## src/rtl/idiv_pkg.sv

```systemverilog
// Package: shared constants and types for the iterative divider.
// Assumes a 4-bit ALU sub-code selects the divide flavour.
package idiv_pkg;
    localparam logic [3:0] SUB_SDIV = 4'h9;
    localparam logic [3:0] SUB_UDIV = 4'hA;

    typedef enum logic {
        PH_IDLE = 1'b0,
        PH_RUN  = 1'b1
    } phase_t;
endpackage

```

## src/rtl/idiv_ctrl.sv

```systemverilog
// Sequencer: accepts an operation when idle, sends zero divisors to the
// short path, and counts WIDTH restoring steps for all others.
// Assumes op_sel, divisor_zero and start are stable in the start cycle.
module idiv_ctrl
    import idiv_pkg::*;
#(
    parameter int WIDTH = 32
) (
    input  logic       clk,
    input  logic       rst_n,
    input  logic       start,
    input  logic [3:0] op_sel,
    input  logic       divisor_zero,
    output logic       accept,
    output logic       load,
    output logic       step,
    output logic       fin_zero,
    output logic       fin_calc,
    output logic       fin_signed
);
    localparam int CNT_W = $clog2(WIDTH);
    localparam logic [CNT_W-1:0] LAST = CNT_W'(WIDTH - 1);

    phase_t           phase;
    logic [CNT_W-1:0] cnt;
    logic             sgn_r;
    logic             op_ok;

    // Decode a supported sub-code and qualify the strobe.
    always_comb begin
        op_ok    = (op_sel == SUB_SDIV) || (op_sel == SUB_UDIV);
        accept   = start && (phase == PH_IDLE) && op_ok;
        load     = accept && !divisor_zero;
        fin_zero = accept && divisor_zero;
        step     = (phase == PH_RUN);
        fin_calc = step && (cnt == LAST);
        fin_signed = fin_zero ? (op_sel == SUB_SDIV) : sgn_r;
    end

    // Phase, step counter and captured signedness.
    always_ff @(posedge clk) begin
        if (!rst_n) begin
            phase <= PH_IDLE;
            cnt   <= '0;
            sgn_r <= 1'b0;
        end else if (load) begin
            phase <= PH_RUN;
            cnt   <= '0;
            sgn_r <= (op_sel == SUB_SDIV);
        end else if (fin_calc) begin
            phase <= PH_IDLE;
            cnt   <= '0;
        end else if (step) begin
            cnt <= cnt + 1'b1;
        end
    end

    // a running divide is not cut short by a new start
    a_r9_run_holds: assert property (@(posedge clk) disable iff (!rst_n)
        (step && !fin_calc && start) |=> step);
endmodule

```

## src/rtl/idiv_core.sv

```systemverilog
// Datapath: converts operands to magnitudes on load, then performs one
// restoring shift-subtract per step. Presents the sign-corrected
// quotient of the step in flight.
// Assumes load is only raised with a nonzero divisor.
module idiv_core #(
    parameter int WIDTH = 32
) (
    input  logic             clk,
    input  logic             rst_n,
    input  logic             load,
    input  logic             step,
    input  logic             is_signed,
    input  logic [WIDTH-1:0] dividend,
    input  logic [WIDTH-1:0] divisor,
    output logic [WIDTH-1:0] quot_final
);
    logic [WIDTH-1:0] rem_r, quo_r, dvs_r;
    logic             neg_r;
    logic             a_neg, b_neg;
    logic [WIDTH-1:0] a_mag, b_mag;
    logic [WIDTH:0]   rem_sh, diff;
    logic             fits;
    logic [WIDTH-1:0] rem_nx, quo_nx;

    // Operand magnitudes and quotient sign for signed mode.
    always_comb begin
        a_neg = is_signed && dividend[WIDTH-1];
        b_neg = is_signed && divisor[WIDTH-1];
        a_mag = a_neg ? (~dividend + 1'b1) : dividend;
        b_mag = b_neg ? (~divisor + 1'b1) : divisor;
    end

    // One restoring step: shift in next dividend bit, trial subtract.
    always_comb begin
        rem_sh = {rem_r, quo_r[WIDTH-1]};
        diff   = rem_sh - {1'b0, dvs_r};
        fits   = !diff[WIDTH];
        rem_nx = fits ? diff[WIDTH-1:0] : rem_sh[WIDTH-1:0];
        quo_nx = {quo_r[WIDTH-2:0], fits};
        quot_final = neg_r ? (~quo_nx + 1'b1) : quo_nx;
    end

    // Working registers: load magnitudes, then iterate.
    always_ff @(posedge clk) begin
        if (!rst_n) begin
            rem_r <= '0;
            quo_r <= '0;
            dvs_r <= '0;
            neg_r <= 1'b0;
        end else if (load) begin
            rem_r <= '0;
            quo_r <= a_mag;
            dvs_r <= b_mag;
            neg_r <= a_neg ^ b_neg;
        end else if (step) begin
            rem_r <= rem_nx;
            quo_r <= quo_nx;
        end
    end

    // the partial remainder never reaches the divisor magnitude
    a_r3_rem_below_divisor: assert property (@(posedge clk) disable iff (!rst_n)
        step |-> (rem_r < dvs_r));
endmodule

```

## src/rtl/idiv_result.sv

```systemverilog
// Output stage: registers quotient, write-enables, flag values and the
// exception pulse for exactly one cycle per completion.
// Assumes fin_zero and fin_calc are never high together.
module idiv_result #(
    parameter int WIDTH = 32
) (
    input  logic             clk,
    input  logic             rst_n,
    input  logic             fin_zero,
    input  logic             fin_calc,
    input  logic             fin_signed,
    input  logic             exc_en,
    input  logic [WIDTH-1:0] quot_final,
    output logic [WIDTH-1:0] quotient,
    output logic             res_we,
    output logic             ov_val,
    output logic             ov_we,
    output logic             cy_val,
    output logic             cy_we,
    output logic             range_exc,
    output logic             done
);
    // Completion register: pulses clear themselves the next cycle.
    always_ff @(posedge clk) begin
        if (!rst_n) begin
            quotient  <= '0;
            res_we    <= 1'b0;
            ov_val    <= 1'b0;
            ov_we     <= 1'b0;
            cy_val    <= 1'b0;
            cy_we     <= 1'b0;
            range_exc <= 1'b0;
            done      <= 1'b0;
        end else begin
            done      <= fin_zero || fin_calc;
            res_we    <= fin_calc;
            ov_we     <= (fin_zero || fin_calc) && fin_signed;
            cy_we     <= (fin_zero || fin_calc) && !fin_signed;
            ov_val    <= fin_zero && fin_signed;
            cy_val    <= fin_zero && !fin_signed;
            range_exc <= fin_zero && exc_en;
            if (fin_calc) quotient <= quot_final;
        end
    end

    // completion is a single-cycle pulse
    a_r10_done_pulse: assert property (@(posedge clk) disable iff (!rst_n)
        done |=> !done);
    // write-enables only accompany done
    a_r10_we_with_done: assert property (@(posedge clk) disable iff (!rst_n)
        (res_we || ov_we || cy_we || range_exc) |-> done);
    // one flag per operation
    a_r2_one_flag: assert property (@(posedge clk) disable iff (!rst_n)
        !(ov_we && cy_we));
    // an exception never comes with a result write
    a_r5_exc_no_write: assert property (@(posedge clk) disable iff (!rst_n)
        range_exc |-> !res_we);
endmodule

```

## src/rtl/idiv_unit.sv

```systemverilog
// Top: iterative signed/unsigned divider with zero-divisor short path.
// Assumes the caller holds operands stable only in the start cycle.
module idiv_unit
    import idiv_pkg::*;
#(
    parameter int WIDTH = 32
) (
    input  logic             clk,
    input  logic             rst_n,
    input  logic             start,
    input  logic [3:0]       op_sel,
    input  logic             exc_en,
    input  logic [WIDTH-1:0] dividend,
    input  logic [WIDTH-1:0] divisor,
    output logic [WIDTH-1:0] quotient,
    output logic             res_we,
    output logic             ov_val,
    output logic             ov_we,
    output logic             cy_val,
    output logic             cy_we,
    output logic             range_exc,
    output logic             done
);
    logic             divisor_zero;
    logic             accept, load, step, fin_zero, fin_calc, fin_signed;
    logic [WIDTH-1:0] quot_final;

    // Zero-divisor detection ahead of the loop.
    always_comb divisor_zero = (divisor == '0);

    idiv_ctrl #(.WIDTH(WIDTH)) u_ctrl (
        .clk(clk), .rst_n(rst_n), .start(start), .op_sel(op_sel),
        .divisor_zero(divisor_zero), .accept(accept), .load(load),
        .step(step), .fin_zero(fin_zero), .fin_calc(fin_calc),
        .fin_signed(fin_signed)
    );

    idiv_core #(.WIDTH(WIDTH)) u_core (
        .clk(clk), .rst_n(rst_n), .load(load), .step(step),
        .is_signed(op_sel == SUB_SDIV), .dividend(dividend),
        .divisor(divisor), .quot_final(quot_final)
    );

    idiv_result #(.WIDTH(WIDTH)) u_res (
        .clk(clk), .rst_n(rst_n), .fin_zero(fin_zero), .fin_calc(fin_calc),
        .fin_signed(fin_signed), .exc_en(exc_en), .quot_final(quot_final),
        .quotient(quotient), .res_we(res_we), .ov_val(ov_val), .ov_we(ov_we),
        .cy_val(cy_val), .cy_we(cy_we), .range_exc(range_exc), .done(done)
    );

    // an accepted zero divisor completes on the next cycle
    a_r8_zero_fast: assert property (@(posedge clk) disable iff (!rst_n)
        (accept && divisor_zero) |=> (done && !res_we));
    // a nonzero divisor does not complete on the next cycle
    a_r8_nonzero_slow: assert property (@(posedge clk) disable iff (!rst_n)
        (accept && !divisor_zero) |=> !done);
endmodule

```

## config.mk

```make
export PLATFORM = sky130hd
export DESIGN_NAME = idiv_unit
export DESIGN_NICKNAME = d
export VERILOG_FILES = /design/src/rtl/idiv_pkg.sv /design/src/rtl/idiv_ctrl.sv /design/src/rtl/idiv_core.sv /design/src/rtl/idiv_result.sv /design/src/rtl/idiv_unit.sv
export SDC_FILE = /design/constraint.sdc
export NUM_CORES = 1
export LEC_CHECK = 0
export BUFFER_PORTS_ARGS = -buffer_cell sky130_fd_sc_hd__buf_4
export CELL_PAD_IN_SITES_DETAIL_PLACEMENT = 0
export CELL_PAD_IN_SITES_GLOBAL_PLACEMENT = 1
export CORE_AREA = 8 8 208 210
export DETAILED_ROUTE_END_ITERATION = 16
export DIE_AREA = 0 0 216 218
export GPL_ROUTABILITY_DRIVEN = 0
export PLACE_DENSITY_LB_ADDON = 0.1
export SLEW_MARGIN = 20
export SYNTH_ARGS = -nofsm -noshare
export SYNTH_HDL_FRONTEND = slang
export SYNTH_HIERARCHICAL = 1
export SYNTH_SLANG_ARGS = --single-unit
```

## constraint.sdc

```tcl
create_clock -name clk -period 5.38 [get_ports clk]
set_input_delay 0.538 -clock clk [delete_from_list [all_inputs] [get_ports clk]]
set_output_delay 0.538 -clock clk [all_outputs]
set_load 0.005 [all_outputs]
```

==> flow_metrics.tcl <==
set metrics [dict create \
    via_per_inst 4.683 \
    drv_cap 0 \
    cp_max_fo 7 \
    die_w_um 216 \
    whs_ns 0.3493 \
    skew_ns 0.009888 \
    port-buffer-count 110 \
    fp.dieH_um 218 \
    finalNonFillerCells 1808 \
    critical_path_class "reg2reg" \
    synth_area_sq_um 9853 \
    fp-row-count 74 \
    numCtsBuffers 17 \
    drt.antenna.violating_nets 0 \
    slew_headroom 0.3585 \
    end_kind "register" \
    diodes 0 \
    fmax_ghz 0.2290 \
    hold_path_class "in2reg" \
    drt-total-wl_um 31410 \
    setup_viol 0 \
    status "complete, no violations" \
    rsz0062_at_grt "false" \
    die_area_sq_um 47090 \
    ys_warn_count 6 \
    grt_pass1_wl_um 49360 \
    cts_tree "built" \
    antenna_found_initial 0 \
    ctsResizeCount 0 \
    clk_pin_slew_ns 0.06 \
    cts_sinks 143 \
    finalHoldViolations 0 \
    power_density_nw_per_um2 290.8 \
    start_util 0.2452 \
    grt_max_degree 70 \
    first_iter_violations 346 \
    place_hpwl_um 23280 \
    hold_buffers 0 \
    dr.pass1.iters 4 \
    period_share 0.8118 \
    clock-root-buffer "clkbuf_16" \
    stdcell_area_sq_um 11670 \
    vdd_drop_max_mv 0.1774 \
    syn-instance-count 1192 \
    drive_above_1_share 0.1458 \
    synthToLayoutAreaGrowth_pct 18.40 \
    avgRoutedWirePerCell_um 17.38 \
    critPathArrivalTime_ns 4.74 \
    syn_avg_cell_area_sq_um 8.266 \
    coreArea_sq_um 40180 \
    clk_latency_ns 0.43 \
    cellLeakagePower_nw 4.509 \
    power.total_mw 3.393 \
    dpl_cell_area_sq_um 11070 \
    min_period_ns 4.368 \
    clk_path_buf_depth 2 \
    worst_pin_slew_ns 0.9487 \
    grt_pass1_vias 8582 \
    drc 0 \
    grtUsageTotal 0.1316 \
    drv_slew 0 \
    grt.overflow.total 0 \
    post_cts_buffers 0 \
    vias 8467 \
    placedCellCount 1776 \
    tns_ns 0 \
    syn_nets 1302 \
    finalNetCount 1373 \
    ios 111 \
    start_kind "register" \
    cts_max_level 4 \
    cp_data_required_time_ns 5.75 \
]
layout make-up:
| type | instances | area (sq um) |
|---|---|---|
| fill | 4442 | 28520 |
| multi-input combinational | 933 | 6456 |
| sequential | 143 | 2868 |
| timing repair buffer | 119 | 893.4 |
| tap | 532 | 665.6 |
| clock buffer | 22 | 484.2 |
| inverter | 49 | 188.9 |
| clock inverter | 10 | 110.1 |
through the flow:
stage	utilization	setup slack, ns
detailed placement	0.2755	0.9606
CTS	0.2903	0.9374
global placement	0.2755	0.9748
finish	0.2903	1.012
floorplan	-	1.107
global route	0.2903	0.7717
layout by cell type, fill, tap and decap left out, types with 4 or more instances in the layout:
cell type / instances
dfxtp_1: 141
or3_1: 23
a21oi_1: 106
o31ai_1: 24
ha_1: 37
a21o_1: 6
nand2b_1: 15
clkinv_2: 5
or4_1: 9
clkbuf_16: 17
a31oi_1: 10
nand2_1: 88
xnor2_1: 65
nor2_1: 87
nand3_1: 18
clkbuf_8: 4
and2_1: 9
o21ai_0: 71
and3_1: 10
buf_4: 119
o211a_1: 34
or2_2: 4
nand4_1: 5
o41ai_1: 12
nor3b_1: 8
o21a_1: 6
nor4_1: 16
o211ai_1: 11
inv_1: 46
xor2_1: 46
nor3_1: 15
a41oi_1: 4
nor2b_1: 67
a211oi_1: 4
mux2i_1: 68
registers in the layout (all words and copies together), names as in the netlist:
signal,cells
u_core/dvs_r,32
u_core/quo_r,32
u_core/rem_r,32
u_res/quotient,32
u_ctrl/cnt,5
u_core/neg_r,1
u_ctrl/sgn_r,1
u_ctrl/step,1
u_res/cy_val,1
u_res/cy_we,1
u_res/done,1
u_res/ov_val,1
u_res/ov_we,1
u_res/range_exc,1
u_res/res_we,1
final timing paths:
| path | from | to | slack (ns) | cells past startpoint |
|---|---|---|---|---|
| max | u_core/dvs_r[5] | u_res/quotient[26] | 1.01 | 18 |
| min | exc_en | u_res/range_exc | 0.35 | 2 |
| max reg2reg | u_core/dvs_r[5] | u_res/quotient[26] | 1.01 | 18 |
| min reg2reg | u_ctrl/sgn_r | u_ctrl/sgn_r | 0.47 | 2 |
layer usage:
metal  track usage  up-vias  share of wire
li1              -     4403              -
met2        0.2216      124           0.47
met5             0        -              0
met1        0.1712     3925           0.49
met3       0.02441       15          0.035
met4       0.03404        0          0.010
report_power, final:
part	switching, mW	internal, mW
clock network	0.487	0.730
logic	0.665	0.391
registers	0.0329	1.09
total	1.18	2.21
worst max-delay path: stages, from the launching register on:
cell      delay [ns]
dfxtp_1         0.33
inv_1           0.05
ha_1            0.33
a21o_1          0.22
or3_1           0.30
o21ba_2         0.25
a221oi_4        0.45
o211ai_4        0.20
xnor2_4         0.20
inv_4           0.07
ha_1            0.14
nand2_1         0.07
or2_2           0.32
or3_4           0.43
nand2b_1        0.23
o41ai_1         0.34
xnor2_1         0.16
mux2i_1         0.09
nor2b_1         0.11
(Power assumes the default switching activity.)
